`config.mk`:
```
export PLATFORM = sky130hd
export DESIGN_NAME = hz_decode_fwd
export DESIGN_NICKNAME = d
export VERILOG_FILES = /design/src/rtl/hz_pkg.sv /design/src/rtl/hz_match_vec.sv /design/src/rtl/hz_prio_sel.sv /design/src/rtl/hz_load_stall.sv /design/src/rtl/hz_decode_fwd.sv
export SDC_FILE = /design/constraint.sdc
export NUM_CORES = 1
export LEC_CHECK = 0
export ABC_AREA = 1
export BUFFER_PORTS_ARGS = -buffer_cell sky130_fd_sc_hd__clkbuf_2
export CORE_AREA = 2 2 39 41
export DETAILED_ROUTE_END_ITERATION = 12
export DIE_AREA = 0 0 41 43
export MAX_ROUTING_LAYER = met4
export PLACE_DENSITY = 0.93
export SYNTH_ARGS = -nofsm -noshare
export SYNTH_HDL_FRONTEND = slang
export SYNTH_SLANG_ARGS = --single-unit
```
`constraint.sdc`:
```
create_clock -name vclk -period 2.3
set_input_delay 0.345 -clock vclk [all_inputs]
set_output_delay 0.345 -clock vclk [all_outputs]
set_load 0.1 [all_outputs]
```
`src/rtl/hz_pkg.sv`:
```
package hz_pkg;

    localparam int REG_IDX_W = 5;
    localparam int NUM_PROD  = 3;
    localparam int SEL_W     = $clog2(NUM_PROD + 1);

    typedef logic [REG_IDX_W-1:0] reg_idx_t;

    typedef enum logic [SEL_W-1:0] {
        FWD_RF  = 2'd0,
        FWD_EX  = 2'd1,
        FWD_MEM = 2'd2,
        FWD_WB  = 2'd3
    } fwd_sel_t;

    typedef struct packed {
        reg_idx_t dst;
        logic     wr_en;
    } producer_t;

    // A producer supplies the operand only when it writes a real register
    // that equals the requested source.
    function automatic logic prod_hits(input reg_idx_t src, input producer_t p);
        return p.wr_en && (src != '0) && (src == p.dst);
    endfunction

endpackage

```
`src/rtl/hz_match_vec.sv`:
```
module hz_match_vec
    import hz_pkg::*;
(
    input  reg_idx_t               src,
    input  producer_t              prod [NUM_PROD],
    output logic [NUM_PROD-1:0]    hit
);
    for (genvar i = 0; i < NUM_PROD; i++) begin : g_stage
        assign hit[i] = prod_hits(src, prod[i]);
    end
endmodule

```
`src/rtl/hz_prio_sel.sv`:
```
module hz_prio_sel
    import hz_pkg::*;
(
    input  logic [NUM_PROD-1:0] hit,
    output fwd_sel_t            sel
);
    // Index 0 is the youngest producer (EX); scan from oldest so the
    // youngest hit is written last and wins.
    always_comb begin
        sel = FWD_RF;
        for (int i = NUM_PROD - 1; i >= 0; i--) begin
            if (hit[i]) sel = fwd_sel_t'(i + 1);
        end
    end
endmodule

```
`src/rtl/hz_load_stall.sv`:
```
module hz_load_stall
    import hz_pkg::*;
(
    input  logic     ex_is_load,
    input  fwd_sel_t sel_a,
    input  fwd_sel_t sel_b,
    output logic     stall
);
    assign stall = ex_is_load && ((sel_a == FWD_EX) || (sel_b == FWD_EX));
endmodule

```
`src/rtl/hz_decode_fwd.sv`:
```
module hz_decode_fwd
    import hz_pkg::*;
(
    input  logic [4:0] src_a_idx,
    input  logic [4:0] src_b_idx,
    input  logic [4:0] ex_dst_idx,
    input  logic       ex_wr_en,
    input  logic       ex_mem_rd,
    input  logic [4:0] mem_dst_idx,
    input  logic       mem_wr_en,
    input  logic [4:0] wb_dst_idx,
    input  logic       wb_wr_en,
    output logic [1:0] fwd_sel_a,
    output logic [1:0] fwd_sel_b,
    output logic       stall
);
    localparam int NUM_OPND = 2;

    producer_t prod [NUM_PROD];
    reg_idx_t  src  [NUM_OPND];
    fwd_sel_t  sel  [NUM_OPND];

    assign prod[0] = '{dst: ex_dst_idx,  wr_en: ex_wr_en};
    assign prod[1] = '{dst: mem_dst_idx, wr_en: mem_wr_en};
    assign prod[2] = '{dst: wb_dst_idx,  wr_en: wb_wr_en};
    assign src[0]  = src_a_idx;
    assign src[1]  = src_b_idx;

    for (genvar k = 0; k < NUM_OPND; k++) begin : g_opnd
        logic [NUM_PROD-1:0] hit;
        hz_match_vec u_match (.src(src[k]), .prod(prod), .hit(hit));
        hz_prio_sel  u_sel   (.hit(hit), .sel(sel[k]));
    end

    hz_load_stall u_stall (
        .ex_is_load (ex_mem_rd),
        .sel_a      (sel[0]),
        .sel_b      (sel[1]),
        .stall      (stall)
    );

    assign fwd_sel_a = sel[0];
    assign fwd_sel_b = sel[1];

    always_comb begin

        zero_src_chk: assert (src_a_idx != '0 || fwd_sel_a == 2'd0);

        ex_first_chk: assert (!(ex_wr_en && src_b_idx != '0 && src_b_idx == ex_dst_idx)
                              || fwd_sel_b == 2'd1);

        mem_wr_gate_chk: assert (fwd_sel_a != 2'd2 || (mem_wr_en && mem_dst_idx == src_a_idx));

        wb_wr_gate_chk: assert (fwd_sel_b != 2'd3 || (wb_wr_en && wb_dst_idx == src_b_idx));

        stall_cause_chk: assert (!stall || (ex_mem_rd && ex_wr_en && ex_dst_idx != '0 &&
                                 (src_a_idx == ex_dst_idx || src_b_idx == ex_dst_idx)));
    end
endmodule

```
==> results.toml <==
[global_routing]
grt_max_degree = 8
grt_overflow = 0
first_global_vias = 825
track_usage = 0.225
grt_pass1_wl_um = 2910
antenna_found_initial = 0

[cells_and_area]
final.fill_count = 166
seq_cell_count = 0
utilization = 0.613
area_growth_pct = 29.9
drive_above_1_share = 0.235
final_area_um2 = 848
final_common_cell = "nand2_1"
fin_cells = 220
nClkBuffers = 0
fin_nets = 235
multi_input_area_um2 = 553
final-seq-area_um2 = 0
diodes = 0
final_cell_mix = "nand2_1, nor2_1, clkbuf_2, inv_1, inv_2"

[placement]
dp_cells = 220
gp_congestion = 0.836
place_area_um2 = 848
numPortBuffers = 34
dp_hpwl_um = 1540

[hold_path]
hold_path_class = "in2out"

[floorplan]
die_y_um = 43
die-area_mm2 = 0.00176
start_util = 0.472
rows = 14
die_x_um = 41
coreArea_mm2 = 0.00138
io_pins = 34

[yosys]
syn_avg_cell_area_um2 = 3.84
syn-num-nets = 199
yosysSeqAreaShare = 0
syn_area_um2 = 653
ys_types = 8
synth_warnings = 0
netlist_instances = 170

[sta]
fin_setup_tns_ns = 0
drv_slew = 0
setup_viol = 0
worst_pin_slew_ns = 0.539
rsz0062_at_grt = "false"
period_share = 0.834
hold_violations = 0
slew_headroom = 0.642
fin_crit_ns = 1.92
max_clock_freq_ghz = 0.521
holdWs_ns = 1.22

[setup_path]
worstPathCellList = "clkbuf_2, inv_1, nand2_1, nand2_1, nor2_1, nand2_1, nor2_2, nor2_1, nor2_2, clkbuf_2"
critPathKind = "in2out"
critPathCaptureType = "output port"
slowest_stage = "clkbuf_2"
slowest_delay_ns = 0.45
cpLargestDelayFamily = "buffers and inverters"
endpoint = "stall"
cp.depth = 10
required_ns = 1.96
worst-path-max-fanout = 5
crit_top_cell = "nand2_1"
critPathLaunch = "src_a_idx[0]"
cp.buffers_inverters = 3
crit_arrival_ns = 1.57
cp-start-kind = "input pin"

[routing]
dr.pass1.iters = 4
drt-vias-per-instance = 4.55
drc = 0
ant_nets = 0
num_vias = 1000
drt-initial-drc-count = 27
wire_per_inst_um = 7.73
routed_wl_um = 1700

[job]
maxCapViolations = 0

[power_and_ir_drop]
p_sw_frac = 0.665
switching_power_mw = 0.106
pwr-share-comb = 1.000
leakage_nw = 0.635
seq_power_share = 0
power_density_mw_per_mm2 = 188
ir_drop_mv = 0.113
p_int_mw = 0.0532
power_frac_clock = 0

[clocking]
postCtsSetupBuffers = 0
holdBufCountCts = 0
post_cts_resized = 0

[outcome]
status = "completed"
[worst min-delay path by stage]
stage,startpoint,to,slack [ns],cells past startpoint
after CTS,ex_mem_rd,stall,1.22,4
after global placement,ex_mem_rd,stall,1.21,4
after global routing,ex_mem_rd,stall,1.24,4
after floorplan,ex_mem_rd,stall,0.92,2
after detailed placement,ex_mem_rd,stall,1.22,4
final,ex_mem_rd,stall,1.22,4
[synthesized netlist by cell type]
cell,n,area (µm²)
nor2_1,36,135
inv_1,20,75.1
nor2_2,4,25.0
nand2_1,98,368
nand3_1,2,10.0
o21ai_0,1,5.00
o21ai_1,1,5.00
inv_2,8,30.0
[cell type report]
type                            instances  area share
Tap cell                               16      0.0236
Inverter                               28       0.124
Timing Repair Buffer                   34       0.201
Multi-Input combinational cell        142       0.652
[logic make-up (layout without fill, tap and decap cells)]
group,count (synthesis),after routing,share of synthesized area
buffers and inverters,28,62,0.161
AO/OA/AOI/OAI,2,2,0.0153
AND/OR/NAND/NOR,140,140,0.824
[through the flow]
step                      worst slack (ns)  total power, mW
after floorplan                      0.330            0.103
after global placement               0.389            0.157
after detailed placement             0.371            0.159
after CTS                            0.371            0.159
after global routing                 0.220            0.180
final                                0.381            0.159
[routing by layer]
metal | GRT usage | vias up | share of wire
met5 | - | - | 0
met4 | 0 | 0 | 0
met3 | 0 | 0 | 0.066
met2 | 0.400 | 34 | 0.49
met1 | 0.291 | 408 | 0.45
li1 | - | 558 | -
[power by group through the flow]
| stage | Sequential (mW) | Combinational, mW | Clock [mW] |
|---|---|---|---|
| global placement | 0 | 0.157 | 0 |
| finish | 0 | 0.159 | 0 |
| detailed placement | 0 | 0.159 | 0 |
| floorplan | 0 | 0.103 | 0 |
| global route | 0 | 0.180 | 0 |
| CTS | 0 | 0.159 | 0 |
(Power assumes the default switching activity.)
